--- src/rtl/slot_id_reporter.sv ---
module slot_id_reporter #(
  parameter int CODE_W = 8,
  parameter int SLOT_W = 4
) (
  input  logic              id_clk,
  input  logic              id_rst,
  input  logic [SLOT_W-1:0] slot_num,
  input  logic [CODE_W-1:0] type_code,
  output logic              id_oe,
  output logic              id_data
);
  // CODE_W must be a power of two so a window is a field of the count
  localparam int BIT_W = $clog2(CODE_W);
  localparam int CNT_W = SLOT_W + BIT_W + 1;
  localparam logic [CNT_W-1:0] LAST = CNT_W'(CODE_W) << SLOT_W;

  logic [CNT_W-1:0]  cnt;
  logic [SLOT_W-1:0] slot_q;
  logic [CODE_W-1:0] code_q;
  logic [BIT_W-1:0]  bit_idx;
  logic              in_win;

  always_ff @(posedge id_clk or posedge id_rst) begin
    if (id_rst)
      cnt <= '0;
    else if (cnt != LAST)
      cnt <= cnt + 1'b1;
  end

  always_ff @(posedge id_clk) begin
    if (id_rst) begin
      slot_q <= slot_num;
      code_q <= type_code;
    end
  end

  assign in_win  = (cnt[CNT_W-1:BIT_W] == {1'b0, slot_q});
  assign bit_idx = BIT_W'(CODE_W - 1) - cnt[BIT_W-1:0];
  assign id_oe   = in_win & ~id_rst;
  assign id_data = id_oe & code_q[bit_idx];
endmodule


--- config.mk ---
export PLATFORM = sky130hd
export DESIGN_NAME = slot_id_reporter
export DESIGN_NICKNAME = d
export VERILOG_FILES = /design/src/rtl/slot_id_reporter.sv
export SDC_FILE = /design/constraint.sdc
export NUM_CORES = 1
export LEC_CHECK = 0
export ABC_AREA = 1
export BUFFER_PORTS_ARGS = -buffer_cell sky130_fd_sc_hd__buf_2
export CAP_MARGIN = 10
export CORE_MARGIN = 2
export CORE_UTILIZATION = 56
export CTS_BUF_LIST = sky130_fd_sc_hd__clkbuf_8
export DETAILED_ROUTE_END_ITERATION = 7
export GPL_ROUTABILITY_DRIVEN = 0
export PLACE_DENSITY = 0.8
export SLEW_MARGIN = 20
export SYNTH_ARGS = -nofsm -noshare
export SYNTH_HDL_FRONTEND = slang
export SYNTH_SLANG_ARGS = --single-unit
--- constraint.sdc ---
create_clock -name id_clk -period 1.35 [get_ports id_clk]
set_input_delay 0.135 -clock id_clk [delete_from_list [all_inputs] [get_ports id_clk]]
set_output_delay 0.135 -clock id_clk [all_outputs]
set_load 0.02 [all_outputs]
==> metrics.yaml, run 1 <==
overflow: 0
dp_hpwl_um: 1148
routed_wl_um: 1727
slew_headroom_pct: 85.04
reg2reg_slack_ns: 0.06
status: "finished, violations left"
die_y_um: 44.69
fin_worst_skew_ns: 0.006956
internal_power_w: 0.0009169
cp-start-kind: "register"
slowest_stage: "dfrtp_2"
pre_cts_slack_ns: 0.03898
avgSynthCellArea_um2: 9.558
start_util_pct: 60.84
placed_area_mm2: 0.001037
cpLargestDelayFamily: "flip-flops"
grt_start_max_net_pins: 13
antenna_left: 0
h-tree-depth: 1
worst_ep_required_time_ns: 1.22
nFillCells: 98
grt_first_pass_wirelength_um: 2718
post_drt_wl_per_cell_um: 12.16
final_area_mm2: 0.001174
fp.dieW_um: 44.69
clkLatencyLatePin_ns: 0.26
nets: 143
grt_usage_pct: 19.33
multi_input_area_um2: 317.8
num_rows: 14
finalPower_w: 0.001153
cp_cell_sequence: "inv_2 -> nand2_1 -> nand3_1 -> nand2_1 -> nand2_1 -> nand2_1 -> nor2_1 -> buf_4"
fin_util_pct: 77.01
violations: "negative setup slack"
p_seq_share_pct: 60.1
cts_tree: "yes"
final_common_cell: "nand2_1"
clock_sinks: 20
ys_warn_count: 0
power_frac_clock_pct: 34.0
die_area_mm2: 0.001997
hold_class: "in -> reg"
ys_seq_area_share_pct: 60.46
critPathMostFrequentCell: "nand2_1"
dr.first_iter.drc_count: 12
ys_types: 17
register_area_um2: 561.8
area_growth_pct: 26.59
synthCells: 97
netlist_area_um2: 927.1
ys_seq_elements: 20
p_leak_nw: 0.5906
worstPathArrival_ns: 1.35
antenna_cells: 0
drive_gt1_share_pct: 31.75
worst-setup-path-type: "reg -> out"
crit_path_end_kind: "primary output"
drt_pass1_iterations: 4
holdWs_ns: 0.04671
worst_pin_slew_ns: 0.2242
max_stage_delay_ns: 0.45
fmax_ghz: 0.6732
port_buffers: 15
routed-via-count: 733
grt_pass1_vias: 666
ir_worst_vdd_uv: 843.0
rsz0062_at_grt: "yes"
cts_buffer_depth: 2
path_clk_slew_ns: 0.07
p_comb_share_pct: 5.9
p_sw_share_pct: 20.51
power.switching_w: 0.0002366
vias_per_cell: 5.162
core_area_mm2: 0.001524
timing.final.crit_share_pct: 110.0
final_cell_mix: "nand2_1 (26), inv_1 (15), buf_2 (13)"
setup_viol: 2
antenna_found_initial: 0
fin_ws_ns: -0.1354
p_per_area_mw_per_mm2: 982.8
cts_buffers: 3
hold_viol: 0
clockRootBuffer: "clkbuf_8"
final_period_minus_worst_setup_slack_ns: 1.485
drv_cap: 0
crit_fanout: 6
final_max_slew_viol_count: 0
critPathBufInv: 2
route.detailed.drc: 0
syn_nets: 113
ios: 16
==> power by group through the flow <==
stage | logic, W | clock network, W | registers, W
CTS | 0.0000674 | 0.000400 | 0.000691
floorplan | 0.0000284 | 0 | 0.000702
global route | 0.0000761 | 0.000418 | 0.000695
global placement | 0.0000609 | 0 | 0.000703
finish | 0.0000677 | 0.000392 | 0.000694
detailed placement | 0.0000630 | 0 | 0.000704
==> through the flow <==
stage          setup TNS, ns  instances
6_report             -0.1847        142
5_1_grt              -0.3775        142
4_1_cts              -0.1382        141
3_5_place_dp               0        130
3_3_place_gp               0        130
2_1_floorplan              0         97
==> cell usage after synthesis <==
cell type   n  area (µm²)
nand3_1     9       45.04
inv_2       1       3.750
nand2_2     2       12.51
nor2_2      1       6.260
o21ai_0     3       15.01
ha_1        2       25.02
a21oi_1     1       5.000
nand4_1     1       6.260
xnor2_1     1       8.760
edfxtp_1   12       360.4
xor2_1      4       35.03
nor2_1      6       22.52
inv_1      17       63.81
nand2_1    27       101.4
dfrtp_1     8       200.2
nor2_4      1       11.26
nor3_1      1       5.000
==> sequential cells by signal, summed over array words and instances (netlist names) <==
name	flops
code_q	8
slot_q	4
cnt	8
==> logic make-up (layout without fill, tap and decap cells) <==
| family | count (synthesis) | after routing | share of synthesized area (%) |
|---|---|---|---|
| flops | 20 | 20 | 60.46 |
| simple gates | 48 | 48 | 22.67 |
| xor+xnor | 5 | 5 | 4.723 |
| fa+ha+maj | 2 | 2 | 2.699 |
| compound gates | 4 | 4 | 2.158 |
| buf+inv | 18 | 47 | 7.287 |
==> final cells by class <==
class,instances,area share (%)
clock buffer,3,3.518
inverter,18,5.757
sequential,20,47.87
clock inverter,1,0.3198
timing repair buffer,25,13.75
tap,16,1.706
multi-input combinational,59,27.08
==> metal layers <==
layer | GRT usage, % | part of all wire (%) | routed length, µm
met1 | 24.39 | 44 | 760
met4 | 7.273 | 1.2 | 21
met5 | 0 | 0 | 0
met2 | 32.17 | 50 | 856
met3 | 4.800 | 5.1 | 88
==> final timing paths <==
path                         startpoint   endpoint  depth (start not counted)
min in group asynchronous        id_rst     cnt[0]                          4
max                              cnt[0]    id_data                          8
max in group asynchronous        id_rst     cnt[0]                          4
min reg2reg                      cnt[6]     cnt[6]                          1
max reg2reg                      cnt[0]     cnt[6]                          5
min                        type_code[1]  code_q[1]                          1
==> timing repair <==
action,CTS,global route
hold endpoints to repair,8,0
buffers inserted,6,1
hold buffers,1,0
resized for setup,7,8
gates cloned,0,0
endpoints found under the setup margin,2,7
pin swaps,0,2
(Power assumes the default switching activity.)
==> run 2: changes to the inputs <==
BUFFER_PORTS_ARGS = -buffer_cell sky130_fd_sc_hd__clkbuf_2   (was -buffer_cell sky130_fd_sc_hd__buf_2)
==> metrics.yaml, run 2 (synthesis results as in run 1) <==
status: "finished, violations left"
violations: "negative setup slack"
timing.final.crit_share_pct: 109.4
power.switching_w: 0.0002251
clkLatencyLatePin_ns: 0.25
routed-via-count: 697
grt_first_pass_wirelength_um: 2697
fp.dieW_um: 44.69
worst_ep_required_time_ns: 1.22
hold_viol: 0
ir_worst_vdd_uv: 932.3
path_clk_slew_ns: 0.07
clock_sinks: 20
p_comb_share_pct: 5.9
cp-start-kind: "register"
fin_ws_ns: -0.1269
area_growth_pct: 25.91
crit_fanout: 8
port_buffers: 15
route.detailed.drc: 0
critPathMostFrequentCell: "nand2_1"
num_rows: 14
placed_area_mm2: 0.001037
p_per_area_mw_per_mm2: 975.1
cts_tree: "yes"
final_area_mm2: 0.001167
final_max_slew_viol_count: 0
slew_headroom_pct: 84.97
dp_hpwl_um: 1110
worstPathArrival_ns: 1.34
worst-setup-path-type: "reg -> out"
final_cell_mix: "nand2_1 (27), inv_1 (14), clkbuf_2 (13)"
overflow: 0
drt_pass1_iterations: 4
slowest_stage: "dfrtp_2"
setup_viol: 2
cts_buffer_depth: 2
use_met1_pct: 23.26
crit_path_end_kind: "primary output"
use_met3_pct: 4.800
fmax_ghz: 0.6771
routed_wl_um: 1611
final_common_cell: "nand2_1"
p_leak_nw: 0.5830
clockRootBuffer: "clkbuf_8"
ios: 16
h-tree-depth: 1
post_drt_wl_per_cell_um: 11.51
fin_worst_skew_ns: 0.001135
drive_gt1_share_pct: 31.45
final_cells: 140
rsz0062_at_grt: "yes"
vias_per_cell: 4.979
setup_tns_ns: -0.1397
die_y_um: 44.69
dr.first_iter.drc_count: 17
power_frac_clock_pct: 33.3
start_util_pct: 60.84
antenna_cells: 0
antenna_found_initial: 0
internal_power_w: 0.0009132
final_period_minus_worst_setup_slack_ns: 1.477
grt_start_max_net_pins: 13
nets: 142
grt_usage_pct: 19.42
pre_cts_slack_ns: 0.03474
dp_cells: 130
core_area_mm2: 0.001524
cp_cell_sequence: "inv_2 -> nand2_1 -> nand3_1 -> nand2_1 -> nand2_1 -> nand2_1 -> nor2_1 -> buf_4"
grt_pass1_vias: 662
p_seq_share_pct: 60.7
p_sw_share_pct: 19.77
hold_class: "in -> reg"
grt_use_met2_pct: 31.88
top_regs: "cnt x8, code_q x8, slot_q x4"
cts_buffers: 3
drv_cap: 0
grt_busiest_layer: "met2"
worst_pin_slew_ns: 0.2248
max_stage_delay_ns: 0.46
antenna_left: 0
die_area_mm2: 0.001997
run 2: changes by cell type in the layout (fill, tap and decap cells not counted), sizes merged:
cell    change
inv         -1
buf        -15
clkbuf     +14
run 2: cell type report:
cell class | count | area, µm²
Inverter | 18 | 67.56
Fill cell | 110 | 356.6
Sequential cell | 20 | 561.8
Timing Repair Buffer | 24 | 156.4
Tap cell | 16 | 20.02
Clock buffer | 3 | 41.29
Multi-Input combinational cell | 59 | 320.3
run 2: what timing repair did:
item | in CTS | in global routing
gates resized for setup | 7 | 9
pin swaps | 1 | 4
setup buffers | 5 | 1
hold buffers | 1 | 0
setup endpoints to repair | 2 | 6
endpoints found under the hold margin | 8 | 0
run 2: per-layer routing:
metal  vias to the layer above  routed length (µm)  part of all wire, %
met2                        15                 801                   50
li1                        358                   -                    -
met3                         5                  54                  3.4
met4                         0                  38                  2.4
met1                       319                 717                   45
met5                         -                   0                    0
run 2: power groups by stage:
stage	Clock, W	Sequential (W)	Combinational [W]
after global routing	0.000406	0.000695	0.0000758
after detailed placement	0	0.000704	0.0000627
after global placement	0	0.000704	0.0000618
after floorplan	0	0.000702	0.0000284
after CTS	0.000379	0.000691	0.0000673
final	0.000380	0.000691	0.0000676
run 2: worst max-delay path: cells and delay by family, from the launching register on:
kind,cells,cell delay (ns)
buffers and inverters,2,0.26
flip-flops,1,0.46
AND/OR/NAND/NOR,6,0.37
run 2: path summary, 6_finish.rpt:
kind / start / end / slack (ns) / cells past startpoint
max: cnt[0] / id_data / -0.13 / 8
min: type_code[7] / code_q[7] / 0.05 / 1
max reg2reg: cnt[0] / cnt[6] / 0.07 / 5
min reg2reg: cnt[6] / cnt[6] / 0.53 / 1
max in group asynchronous: id_rst / cnt[0] / 0.80 / 4
min in group asynchronous: id_rst / cnt[0] / 0.41 / 4
run 2: metrics by stage:
stage          util [%]   power, W  hold WS, ns
3_3_place_gp      68.06  0.0007654       0.1406
4_1_cts           74.71   0.001138      0.05088
3_5_place_dp      68.06  0.0007664       0.1570
2_1_floorplan         -  0.0007301     -0.04115
5_1_grt           76.60   0.001177      0.04032
6_report          76.60   0.001138      0.05037
